## src/rtl/osc_div_pkg.sv

```systemverilog
`timescale 1ns/1ps
package osc_div_pkg;

  localparam int unsigned DIV_STAGES = 15;
  localparam int unsigned CTL_W      = 3;
  localparam int unsigned RS_W       = 4;

  typedef enum logic [1:0] {
    OSC_OFF  = 2'd0,
    OSC_RUN  = 2'd1,
    OSC_HOLD = 2'd2
  } osc_mode_e;

  // Divider stage chosen by a nonzero rate code.
  function automatic int unsigned rate_tap(input int unsigned code);
    if (code == 1)      return 6;
    else if (code == 2) return 7;
    else                return code - 2;
  endfunction

endpackage

```

## src/rtl/osc_gate.sv

```systemverilog
`timescale 1ns/1ps
module osc_gate
  import osc_div_pkg::*;
(
  input  logic             clk,
  input  logic             rst_n,
  input  logic             osc_tick,
  input  logic [CTL_W-1:0] ctl,
  output osc_mode_e        mode,
  output logic             advance,
  output logic             hold,
  output logic             osc_on
);

  always_comb begin
    if (ctl[2:1] == 2'b11)     mode = OSC_HOLD;
    else if (ctl == 3'b010)    mode = OSC_RUN;
    else                       mode = OSC_OFF;
  end

  assign advance = (mode == OSC_RUN) && osc_tick;
  assign hold    = (mode == OSC_HOLD);

  always_ff @(posedge clk) begin
    if (!rst_n) osc_on <= 1'b0;
    else        osc_on <= (mode != OSC_OFF);
  end

endmodule

```

## src/rtl/div_chain.sv

```systemverilog
`timescale 1ns/1ps
module div_chain #(
  parameter int unsigned STAGES = 15
) (
  input  logic              clk,
  input  logic              rst_n,
  input  logic              advance,
  input  logic              hold,
  output logic [STAGES-1:0] taps,
  output logic              wrap
);

  logic [STAGES:0] carry;

  assign carry[0] = advance;

  for (genvar i = 0; i < STAGES; i++) begin : g_stage
    localparam logic PRESET = (i == STAGES - 1) ? 1'b1 : 1'b0;
    logic q;
    always_ff @(posedge clk) begin
      if (!rst_n)        q <= 1'b0;
      else if (hold)     q <= PRESET;
      else if (carry[i]) q <= ~q;
    end
    assign taps[i]    = q;
    assign carry[i+1] = carry[i] & q;
  end

  assign wrap = carry[STAGES];

endmodule

```

## src/rtl/tap_select.sv

```systemverilog
`timescale 1ns/1ps
module tap_select
  import osc_div_pkg::*;
#(
  parameter int unsigned STAGES = 15,
  parameter int unsigned SEL_W  = 4
) (
  input  logic [STAGES-1:0] taps,
  input  logic [SEL_W-1:0]  rate_sel,
  output logic              sel_tap
);

  localparam int unsigned NCODES = 1 << SEL_W;

  logic [NCODES-1:0] hit;

  assign hit[0] = 1'b0;

  for (genvar c = 1; c < NCODES; c++) begin : g_code
    localparam int unsigned TAP = rate_tap(c);
    assign hit[c] = (rate_sel == SEL_W'(c)) & taps[TAP];
  end

  assign sel_tap = |hit;

endmodule

```

## src/rtl/pulse_out.sv

```systemverilog
`timescale 1ns/1ps
module pulse_out (
  input  logic clk,
  input  logic rst_n,
  input  logic sel_tap,
  input  logic wrap,
  input  logic sqw_en,
  input  logic pie_en,
  output logic sqw_out,
  output logic periodic_evt,
  output logic sec_tick
);

  logic tap_q;

  always_ff @(posedge clk) begin
    if (!rst_n) begin
      tap_q        <= 1'b0;
      sqw_out      <= 1'b0;
      periodic_evt <= 1'b0;
      sec_tick     <= 1'b0;
    end else begin
      tap_q        <= sel_tap;
      sqw_out      <= sqw_en & sel_tap;
      periodic_evt <= pie_en & sel_tap & ~tap_q;
      sec_tick     <= wrap;
    end
  end

endmodule

```

## src/rtl/osc_rate_divider.sv

```systemverilog
`timescale 1ns/1ps
module osc_rate_divider
  import osc_div_pkg::*;
(
  input  logic             clk,
  input  logic             rst_n,
  input  logic             osc_tick,
  input  logic [CTL_W-1:0] osc_ctl,
  input  logic [RS_W-1:0]  rate_sel,
  input  logic             sqw_en,
  input  logic             pie_en,
  output logic             osc_on,
  output logic             sqw_out,
  output logic             periodic_evt,
  output logic             sec_tick
);

  osc_mode_e             mode;
  logic                  advance;
  logic                  hold;
  logic [DIV_STAGES-1:0] taps;
  logic                  wrap;
  logic                  sel_tap;

  osc_gate u_gate (
    .clk      (clk),
    .rst_n    (rst_n),
    .osc_tick (osc_tick),
    .ctl      (osc_ctl),
    .mode     (mode),
    .advance  (advance),
    .hold     (hold),
    .osc_on   (osc_on)
  );

  div_chain #(.STAGES(DIV_STAGES)) u_chain (
    .clk     (clk),
    .rst_n   (rst_n),
    .advance (advance),
    .hold    (hold),
    .taps    (taps),
    .wrap    (wrap)
  );

  tap_select #(.STAGES(DIV_STAGES), .SEL_W(RS_W)) u_sel (
    .taps     (taps),
    .rate_sel (rate_sel),
    .sel_tap  (sel_tap)
  );

  pulse_out u_out (
    .clk          (clk),
    .rst_n        (rst_n),
    .sel_tap      (sel_tap),
    .wrap         (wrap),
    .sqw_en       (sqw_en),
    .pie_en       (pie_en),
    .sqw_out      (sqw_out),
    .periodic_evt (periodic_evt),
    .sec_tick     (sec_tick)
  );

endmodule

```

## config.mk

```make
export PLATFORM = sky130hd
export DESIGN_NAME = osc_rate_divider
export DESIGN_NICKNAME = d
export VERILOG_FILES = /design/src/rtl/osc_div_pkg.sv /design/src/rtl/osc_gate.sv /design/src/rtl/div_chain.sv /design/src/rtl/tap_select.sv /design/src/rtl/pulse_out.sv /design/src/rtl/osc_rate_divider.sv
export SDC_FILE = /design/constraint.sdc
export NUM_CORES = 1
export LEC_CHECK = 0
export BUFFER_PORTS_ARGS = -buffer_cell sky130_fd_sc_hd__buf_2
export CORE_MARGIN = 2
export CORE_UTILIZATION = 30
export CTS_CLUSTER_DIAMETER = 120
export DETAILED_ROUTE_END_ITERATION = 16
export SKIP_LAST_GASP = 1
export SYNTH_ARGS = -nofsm -noshare
export SYNTH_HDL_FRONTEND = slang
export SYNTH_SLANG_ARGS = --single-unit
```

## constraint.sdc

```tcl
create_clock -name clk -period 2 [get_ports clk]
set_clock_uncertainty 0.1 [all_clocks]
set_input_delay 0.3 -clock clk [delete_from_list [all_inputs] [get_ports clk]]
set_output_delay 0.3 -clock clk [all_outputs]
set_load 0.1 [all_outputs]
```

Yosys cells after proc, flatten, opt, wreduce, memory -nomap -nowiden:

Cells that the tools add are included.

* output and inout bits: 4
* bits in read-only memories: 0
* memory bits (writable): 0
* bits in registers: 20
* word-level logic and storage cells: 98
* input port bits: 12
* bits in latches: 0
* memories: 0

* multipliers: 0
* div/mod/pow operators: 0
* reduce and logical (&&, ||, !) cells: 5
* add/subtract/negate cells: 0
* shift operators: 0
* equality and inequality tests: 19
* order comparisons: 0
* bitwise logic cells: 50
* muxes and demuxes: 4

Operator list (count)
* $and 1x1->1: 33
* $eq 4x4->1 const B: 8
* $not 1->1: 17
* $eq 4x3->1 const B: 4
* $reduce_or 15->1: 1
* $eq 4x2->1 const B: 2
* $eq 2x2->1 const B: 2
* $eq 4x1->1 const B: 1
* $reduce_bool 2->1: 2
* $eq 3x2->1 const B: 1
* $mux 1: 3
* $eq 2x1->1 const B: 1
* $mux 2: 1
* $reduce_or 2->1: 1
* $logic_and 1x1->1: 1

Longest topological paths before layout:

Gate-level depths: netlist of the first run.

* depth in word-level cells: 21
* mapped depth: 5
* mapped depth without buffers: 4

Hierarchy:

A second synthesis of the first run with hierarchy kept.

* cell total of the unflattened synthesis: 130
* area, all modules: 1197.4 µm²

By module, submodules not included
* div_chain: area each 845.8 µm², cells each 87, seq. area each 300.3 µm², times used 1
* tap_select: area each 172.7 µm², cells each 27, seq. area each 0.0 µm², times used 1
* pulse_out: area each 112.6 µm², cells each 8, seq. area each 80.1 µm², times used 1
* osc_gate: area each 66.3 µm², cells each 8, seq. area each 20.0 µm², times used 1

Worst setup path before layout of the first run:

No wires, ideal clock.

* path kind: input -> register
* start point: input rate_sel[0]
* end point: register u_out.sqw_out
* stages on the path: 5
* setup time: 125 ps
* arrival: 1360 ps
* slack: 415 ps
* path buffers: 1
* required time: 1775 ps
* cell sequence: buf_2 mux4_2 or2_1 nand3_1 a21boi_0

* longest elaborated chain between the ends: 4
* elaborated cells between the ends (all ways): 32
* those cells by class: eq/ne: 15; bitwise: 16; reduce/logical: 1

RTL lines
* start, declared: line osc_rate_divider.sv:9 `input logic [RS_W-1:0] rate_sel,`
* $eq 4x1->1, or another cell as far along: line tap_select.sv:21 `assign hit[c] = (rate_sel == SEL_W'(c)) & taps[TAP];`
* $and 1x1->1: line tap_select.sv:21
* $reduce_or 15->1 *: line tap_select.sv:24 `assign sel_tap = |hit;`
* $and 1x1->1 *: line pulse_out.sv:24 `sqw_out <= sqw_en & sel_tap;`
* end signal, assigned: line pulse_out.sv:24
* end, declared: line pulse_out.sv:9 `output logic sqw_out,`

Every way passes the cells marked *; elsewhere a longest branch is shown, timed or not.
A chain may end at the register's enable or synchronous reset.

Worst setup path in the final report of the first run:

* start point: register u_chain.g_stage[7].q
* end point: register u_chain.g_stage[13].q

* longest elaborated chain between the ends: 6

RTL lines
* start, declared: line div_chain.sv:19 `logic q;`
* start signal, assigned: line div_chain.sv:23 `else if (carry[i]) q <= ~q;`
* $and 1x1->1 (6 in a row): line div_chain.sv:26 `assign carry[i+1] = carry[i] & q;`
* end signal, assigned: line div_chain.sv:23
* end, declared: line div_chain.sv:19

No other way between the ends.

==> impl_results.rst, run 1 <==
.. list-table::
   :header-rows: 1

   * - Metric
     - Value
   * - Run status
     - finished clean
   * - Overall fraction of global-route tracks in use
     - 12.6%
   * - Power Dens Cells
     - 687 mW/mm^2
   * - Actual transition at the worst max-transition pin
     - 0.485 ns
   * - Antenna Diode Count
     - 0
   * - Total count of max-transition violations in the final report
     - 0
   * - Number of failing hold endpoints at the final stage
     - 0
   * - Global-route wire length before repair
     - 3410 um
   * - Hold_buf cts
     - 0
   * - Number of standard-cell rows in the floorplan
     - 20
   * - Clk_lat worst skew
     - 0.32 ns
   * - Kind of launch point of the worst setup path
     - flop
   * - Worst-case vdd ir drop
     - 0.242 mV
   * - Worst-case headroom to the max-slew limit
     - 67.9%
   * - Post-Route Setup TNS
     - 0 ns
   * - Data required time of the worst path
     - 2.15 ns
   * - Post-synth EDFFs
     - 0
   * - Die Y
     - 61.6 um
   * - Slack of the worst reg-to-reg path
     - 0.33 ns
   * - Proportion of register bits with asynchronous set or reset after synthesis
     - 0%
   * - Commonest register cell after synthesis
     - dfxtp_1
   * - Minimum setup slack after placement
     - 0.329 ns
   * - Final routed wire length divided by cell count
     - 11.4 um
   * - Drt via density
     - 4.98
   * - Setup repair after global routing missed its margin
     - no
   * - IO Count
     - 16
   * - Pin count of the biggest net entering global routing
     - 14
   * - Buffer cell driving the clock tree root
     - clkbuf_4
   * - Worst setup path category
     - reg2reg
   * - Final wirelength
     - 2050 um
   * - Leakage power figure
     - 0.427 nW
   * - Yosys warning total
     - 0
   * - #FFs+latches synth
     - 20
   * - Largest buffer count on any clock path
     - 2
   * - Count of buffers added by post-CTS timing repair for setup
     - 0
   * - GP Congestion
     - 0.797
   * - Highest clock rate
     - 0.599 GHz
   * - Router iterations before antenna repair
     - 4
   * - Detailed placer's ending HPWL
     - 1550 um
   * - Global route total overflow
     - 0
   * - Number of port buffers
     - 15
   * - Endpoint of the worst-slack reg-to-reg timing path
     - u_chain.g_stage[13].q
   * - Syn Nets
     - 129
   * - PnR worst setup slack
     - 0.332 ns
   * - Area added between synthesis and finish
     - 19.0%
   * - Share of cells above drive strength 1
     - 19.1%
   * - Std-Cell Core Area
     - 0.00310 sq mm
   * - Total number of nets in the final design
     - 149
   * - Worst path arrival time
     - 1.82 ns
   * - Drt initial violations
     - 41
   * - Max cap viols
     - 0
   * - Num CTS Buffers
     - 3
   * - Die X-Extent
     - 61.6 um
   * - Kind of end point of the critical path
     - flop
   * - Worst Hold Endpoint
     - u_gate.osc_on
   * - DIE AREA
     - 0.00379 sq mm
   * - Clock tree from TritonCTS
     - done
   * - Remaining DRCs
     - 0
   * - Length in cells of the worst reg-to-reg path
     - 4
   * - Class of the worst hold path
     - in2reg
   * - CTS HTree Levels
     - 1
   * - Clock edge transition at the registers on the reported setup and hold paths
     - 0.12 ns
   * - Synth unique cells
     - 34
   * - Hold_sp
     - osc_ctl[0]
   * - CTS Sinks
     - 20
   * - Number of cells produced by synthesis
     - 117
   * - Source of the worst register-to-register timing path
     - u_chain.g_stage[7].q
   * - Setup-violating endpoint count in the final report
     - 0
   * - Portion of the post-synthesis area used by sequential elements
     - 40.3%
   * - Routed via count
     - 897
   * - Post-Synthesis Cell Area
     - 995 sq um
   * - Number of nets with antenna violations after detailed routing
     - 0
   * - Time the worst path needs with I/O delays and setup
     - 1.67 ns
   * - Cell depth of the worst min-delay path
     - 2
   * - Via count of the first global-routing pass
     - 748
   * - Initial core utilization
     - 32.1%
   * - Maximum fanout along the worst path
     - 6
   * - Final Cycle Share
     - 83.4%
   * - Initial antenna violation count
     - 0
   * - Post_cts resized
     - 0
   * - Post-Syn Area per Cell
     - 8.50 sq um
[flip-flops by register name (all words and copies together), names as in the netlist]
name	count
u_out.sec_tick	1
u_out.sqw_out	1
u_out.periodic_evt	1
u_chain.g_stage.q	15
u_out.tap_q	1
u_gate.osc_on	1
[area by class of cell]
| cell class | count | area [sq um] |
|---|---|---|
| clock buffer | 3 | 22.5 |
| sequential | 20 | 400 |
| multi-input combinational | 88 | 556 |
| fill | 355 | 1920 |
| tap | 44 | 55.1 |
| clock inverter | 1 | 30.0 |
| timing repair buffer | 18 | 97.6 |
| inverter | 6 | 22.5 |
[cells in the mapped netlist (all sizes together), types with 2 or more instances]
library cell / count / area, sq um
or2: 2 / 12.5
and4: 3 / 26.3
nand4: 6 / 37.5
or3: 3 / 18.8
nor2: 9 / 33.8
a21oi: 9 / 45.0
and3: 2 / 12.5
nand3: 6 / 35.0
xor2: 4 / 35.0
nor3: 4 / 20.0
nor2b: 2 / 12.5
dfxtp: 20 / 400
buf: 2 / 12.5
xnor2: 5 / 43.8
nand2: 11 / 41.3
inv: 6 / 22.5
o21ai: 6 / 30.0
mux2i: 2 / 20.0
nand2b: 2 / 12.5
o2111ai: 2 / 17.5
[stage by stage]
step	utilization (%)	std cells	hold slack, ns	power [mW]	area (sq um)
floorplan	-	117	0.291	0.462	995
global placement	36.5	176	0.367	0.486	1130
detailed placement	36.5	176	0.366	0.488	1130
CTS	38.1	180	0.0614	0.821	1180
global route	38.1	180	0.0643	0.845	1180
finish	38.1	180	0.0666	0.813	1180
[cell usage in the layout (no fill, tap or decap), types with 3 or more instances in the layout]
cell / synthesis / layout
buf_2: 1 / 15
nor2_1: 9 / 9
clkbuf_4: 0 / 3
nand3_1: 5 / 5
or3_1: 3 / 3
nor3_1: 4 / 4
o21ai_0: 6 / 6
and4_1: 3 / 3
nand2_1: 11 / 11
dfxtp_1: 20 / 20
nand4_1: 6 / 6
xor2_1: 4 / 4
a21oi_1: 9 / 9
inv_1: 6 / 6
buf_4: 1 / 3
xnor2_1: 5 / 5
[routing by layer]
layer / part of all wire [%] / track usage (%)
met1: 51 / 17.6
met2: 41 / 17.3
met3: 4.1 / 1.89
met4: 3.3 / 9.12
met5: 0 / 0
[worst max path at each step]
stage,to,depth (start not counted),from
final,u_chain.g_stage[13].q,4,u_chain.g_stage[7].q
after global routing,u_chain.g_stage[13].q,4,u_chain.g_stage[7].q
after CTS,u_chain.g_stage[13].q,4,u_chain.g_stage[7].q
after detailed placement,u_chain.g_stage[13].q,5,osc_ctl[0]
after global placement,u_chain.g_stage[13].q,5,osc_ctl[0]
after floorplan,u_out.sqw_out,5,rate_sel[0]
[worst max-delay path, stage by stage (launching register included)]
cell	delay (ns)
dfxtp_1	0.45
nand4_1	0.18
or2_2	0.35
or4_1	0.40
a21oi_1	0.15
[cells by family (layout without fill, tap and decap cells)]
| logic type | after synthesis | in the layout | share of synthesized area, % |
|---|---|---|---|
| AND/OR/NAND/NOR | 55 | 55 | 31.1 |
| buffers and inverters | 9 | 28 | 3.90 |
| AO/OA/AOI/OAI | 21 | 21 | 12.6 |
| multiplexers | 3 | 3 | 4.28 |
| flip-flops | 20 | 20 | 40.3 |
| XOR/XNOR | 9 | 9 | 7.92 |
[report_power, final]
| part | internal [mW] | total (mW) | switching (mW) |
|---|---|---|---|
| logic | 0.0240 | 0.0734 | 0.0494 |
| registers | 0.403 | 0.405 | 0.00205 |
| clock network | 0.203 | 0.334 | 0.131 |
| total | 0.630 | 0.813 | 0.183 |
No activity file was read; power rests on OpenSTA's default activity.
==> run 2: changes to the inputs <==
- clock period: 2 -> 1.35 ns (I/O delays scaled with it)
==> run 2 against run 1 <==
  * The run now ends with setup timing left
  * Wire length is 31% higher
  * Sequential share of layout area down 6.6 points
  * Count of clock-buffer cells in the layout unchanged
  * Critical path type unchanged
  * Largest cell class unchanged
  * Highest routed layer unchanged
==> impl_results.rst, run 2 (synthesis gave the netlist of run 1 again) <==
.. list-table::
   :header-rows: 1

   * - Metric
     - Value
   * - Cell depth of the worst setup path
     - 4 (unchanged)
   * - Run status
     - complete, but fails checks
   * - Leakage power figure
     - 0.637 nW (+49%)
   * - Cell with the largest stage delay on the worst path
     - or4_4
   * - Count of buffering cells on the critical path with inverters included
     - 0 (unchanged)
   * - Failing checks
     - setup timing
   * - Largest buffer count on any clock path
     - 2 (unchanged)
   * - Worst setup path category
     - reg2reg
   * - Pin count of the biggest net entering global routing
     - 14 (unchanged)
   * - Setup-violating endpoint count in the final report
     - 7 (+7)
   * - Worst slack on hold paths
     - 0.0285 ns (-0.0381 ns)
   * - Class of the worst hold path
     - in2reg
   * - Total instance count after detailed placement
     - 200 (+14%)
   * - Clock tree from TritonCTS
     - done
   * - CTS Sinks
     - 20 (unchanged)
   * - Num CTS Buffers
     - 3 (unchanged)
   * - Worst-case headroom to the max-slew limit
     - 66.9% (-0.97 points)
   * - Number of port buffers
     - 15 (unchanged)
   * - Antenna Diode Count
     - 0 (unchanged)
   * - Via count of the first global-routing pass
     - 992 (+33%)
   * - Area taken by flip-flops and latches
     - 420 sq um (+5.0%)
   * - Worst path arrival time
     - 1.61 ns (-0.21 ns)
   * - Drt via density
     - 4.96 (-0.51%)
   * - Overall fraction of global-route tracks in use
     - 15.1% (+2.6 points)
   * - Number of nets with antenna violations after detailed routing
     - 0 (unchanged)
   * - CTS HTree Levels
     - 1 (unchanged)
   * - Cell family with the largest share of critical-path delay
     - simple AND/OR/NAND/NOR gates
   * - Die Y
     - 61.6 um (unchanged)
   * - Highest-count cells in the layout ignoring fill and taps
     - buf_4, nand2_1, buf_2
   * - Maximum fanout along the worst path
     - 4 (-2)
   * - Destination of the critical timing path
     - u_chain.g_stage[13].q
   * - Final Cycle Share
     - 108% (+25 points)
   * - Highest clock rate
     - 0.686 GHz (+14%)
   * - Commonest non-fill, non-tap cell in the layout
     - buf_4
   * - Drt initial violations
     - 25 (-39%)
   * - Delay of the slowest critical-path stage
     - 0.48 ns (+0.03 ns)
   * - Global-route wire length before repair
     - 4240 um (+25%)
   * - Worst-case vdd ir drop
     - 0.477 mV (+97%)
   * - Data required time of the worst path
     - 1.50 ns (-0.65 ns)
   * - Source of the worst register-to-register timing path
     - u_chain.g_stage[3].q
   * - Non-Filler Instances
     - 213 (+18%)
   * - Crit path from
     - u_chain.g_stage[3].q
   * - Utilization after layout
     - 49.8% (+12 points)
   * - Total number of nets in the final design
     - 182 (+22%)
   * - Clk_lat worst skew
     - 0.31 ns (about the same)
   * - Final-layout fill cell count
     - 310 (-13%)
   * - Detailed placer's ending HPWL
     - 1940 um (+26%)
   * - Total count of max-transition violations in the final report
     - 0 (unchanged)
   * - Share of cells above drive strength 1
     - 48.5% (+29 points)
   * - Kind of launch point of the worst setup path
     - flop
   * - Std-Cell Core Area
     - 0.00310 sq mm (unchanged)
   * - Sequential group share of total power
     - 48.5% (-1.4 points)
   * - Register with the highest flop count
     - u_chain.g_stage.q
   * - Final routed wire length divided by cell count
     - 12.6 um (+11%)
   * - Setup repair after global routing missed its margin
     - yes
   * - Number of standard-cell rows in the floorplan
     - 20 (unchanged)
   * - Endpoint of the worst-slack reg-to-reg timing path
     - u_chain.g_stage[13].q
   * - Max cap viols
     - 0 (unchanged)
   * - GP Congestion
     - 0.744 (-6.7%)
   * - Area of the multi-input gates
     - 633 sq um (+14%)
   * - Critical path cell sequence
     - and4_4, nand3_4, or4_4, a21oi_2
   * - Switching power total
     - 0.286 mW (+57%)
   * - Slack of the worst reg-to-reg path
     - -0.11 ns (-0.44 ns)
   * - Initial antenna violation count
     - 0 (unchanged)
   * - Share of total power in combinational logic
     - 10.7% (+1.7 points)
   * - Net switching fraction of the power
     - 23.3% (+0.82 points)
   * - PnR worst setup slack
     - -0.108 ns (-0.440 ns)
   * - Initial core utilization
     - 32.1% (unchanged)
   * - IO Count
     - 16 (unchanged)
   * - Largest register FFs
     - 15 (unchanged)
   * - Remaining DRCs
     - 0 (unchanged)
   * - Router iterations before antenna repair
     - 4 (unchanged)
   * - Die X-Extent
     - 61.6 um (unchanged)
   * - Power Dens Cells
     - 796 mW/mm^2 (+16%)
   * - Global route total overflow
     - 0 (unchanged)
   * - Final wirelength
     - 2690 um (+31%)
   * - DIE AREA
     - 0.00379 sq mm (unchanged)
   * - Time the worst path needs with I/O delays and setup
     - 1.46 ns (-0.210 ns)
   * - Clock network power share
     - 40.8% (-0.3 points)
   * - Area added between synthesis and finish
     - 55.3%
   * - Length in cells of the worst reg-to-reg path
     - 4 (unchanged)
   * - Number of failing hold endpoints at the final stage
     - 0 (unchanged)
   * - Buffer cell driving the clock tree root
     - clkbuf_4
   * - Clock edge transition at the registers on the reported setup and hold paths
     - 0.13 ns (about the same)
   * - Routed via count
     - 1056 (+18%)
   * - Internal power
     - 0.944 mW (+50%)
   * - Actual transition at the worst max-transition pin
     - 0.495 ns (+0.0101 ns)
   * - Kind of end point of the critical path
     - flop
run 2: worst min path at each step:
stage | endpoint | start | depth (start not counted)
after floorplan | u_gate.osc_on | osc_ctl[0] | 1
after global placement | u_gate.osc_on | osc_ctl[0] | 2
after detailed placement | u_gate.osc_on | osc_ctl[0] | 2
after CTS | u_out.sqw_out | sqw_en | 2
after global routing | u_out.sqw_out | sqw_en | 2
final | u_out.sqw_out | sqw_en | 2
run 2: timing repair:
item | in CTS | in global routing
endpoints found under the setup margin | 16 | 13
hold buffers | 1 | 0
pin swaps | 8 | 6
hold endpoints to repair | 1 | 0
gates resized for setup | 14 | 9
setup buffers | 2 | 6
run 2: stage by stage:
step	setup TNS, ns	area (sq um)	setup WS [ns]	total power, mW
after floorplan	-0.0871	1050	-0.0528	0.692
after global placement	-1.27	1350	-0.205	0.733
after detailed placement	-1.75	1350	-0.239	0.738
after CTS	-0.402	1470	-0.115	1.24
after global routing	-1.08	1550	-0.165	1.28
final	-0.447	1550	-0.108	1.23
run 2: per-layer routing:
layer	routed length (um)	vias to the layer above	global-route usage [%]
li1	-	531	-
met2	1340	23	25.7
met5	0	-	0
met3	100	4	3.15
met1	1210	498	18.6
met4	38	0	6.08
run 2: layout make-up:
class | count | area share [%]
multi-input combinational | 88 | 41.0
sequential | 20 | 27.2
timing repair buffer | 51 | 23.4
tap | 44 | 3.56
clock inverter | 1 | 1.94
clock buffer | 3 | 1.46
inverter | 6 | 1.46
run 2: power groups by stage:
| stage | clock network (mW) | logic, mW | registers [mW] |
|---|---|---|---|
| 2_1_floorplan | 0 | 0.0507 | 0.641 |
| 3_3_place_gp | 0 | 0.120 | 0.613 |
| 3_5_place_dp | 0 | 0.124 | 0.613 |
| 4_1_cts | 0.508 | 0.131 | 0.600 |
| 5_1_grt | 0.544 | 0.143 | 0.597 |
| 6_report | 0.502 | 0.131 | 0.596 |
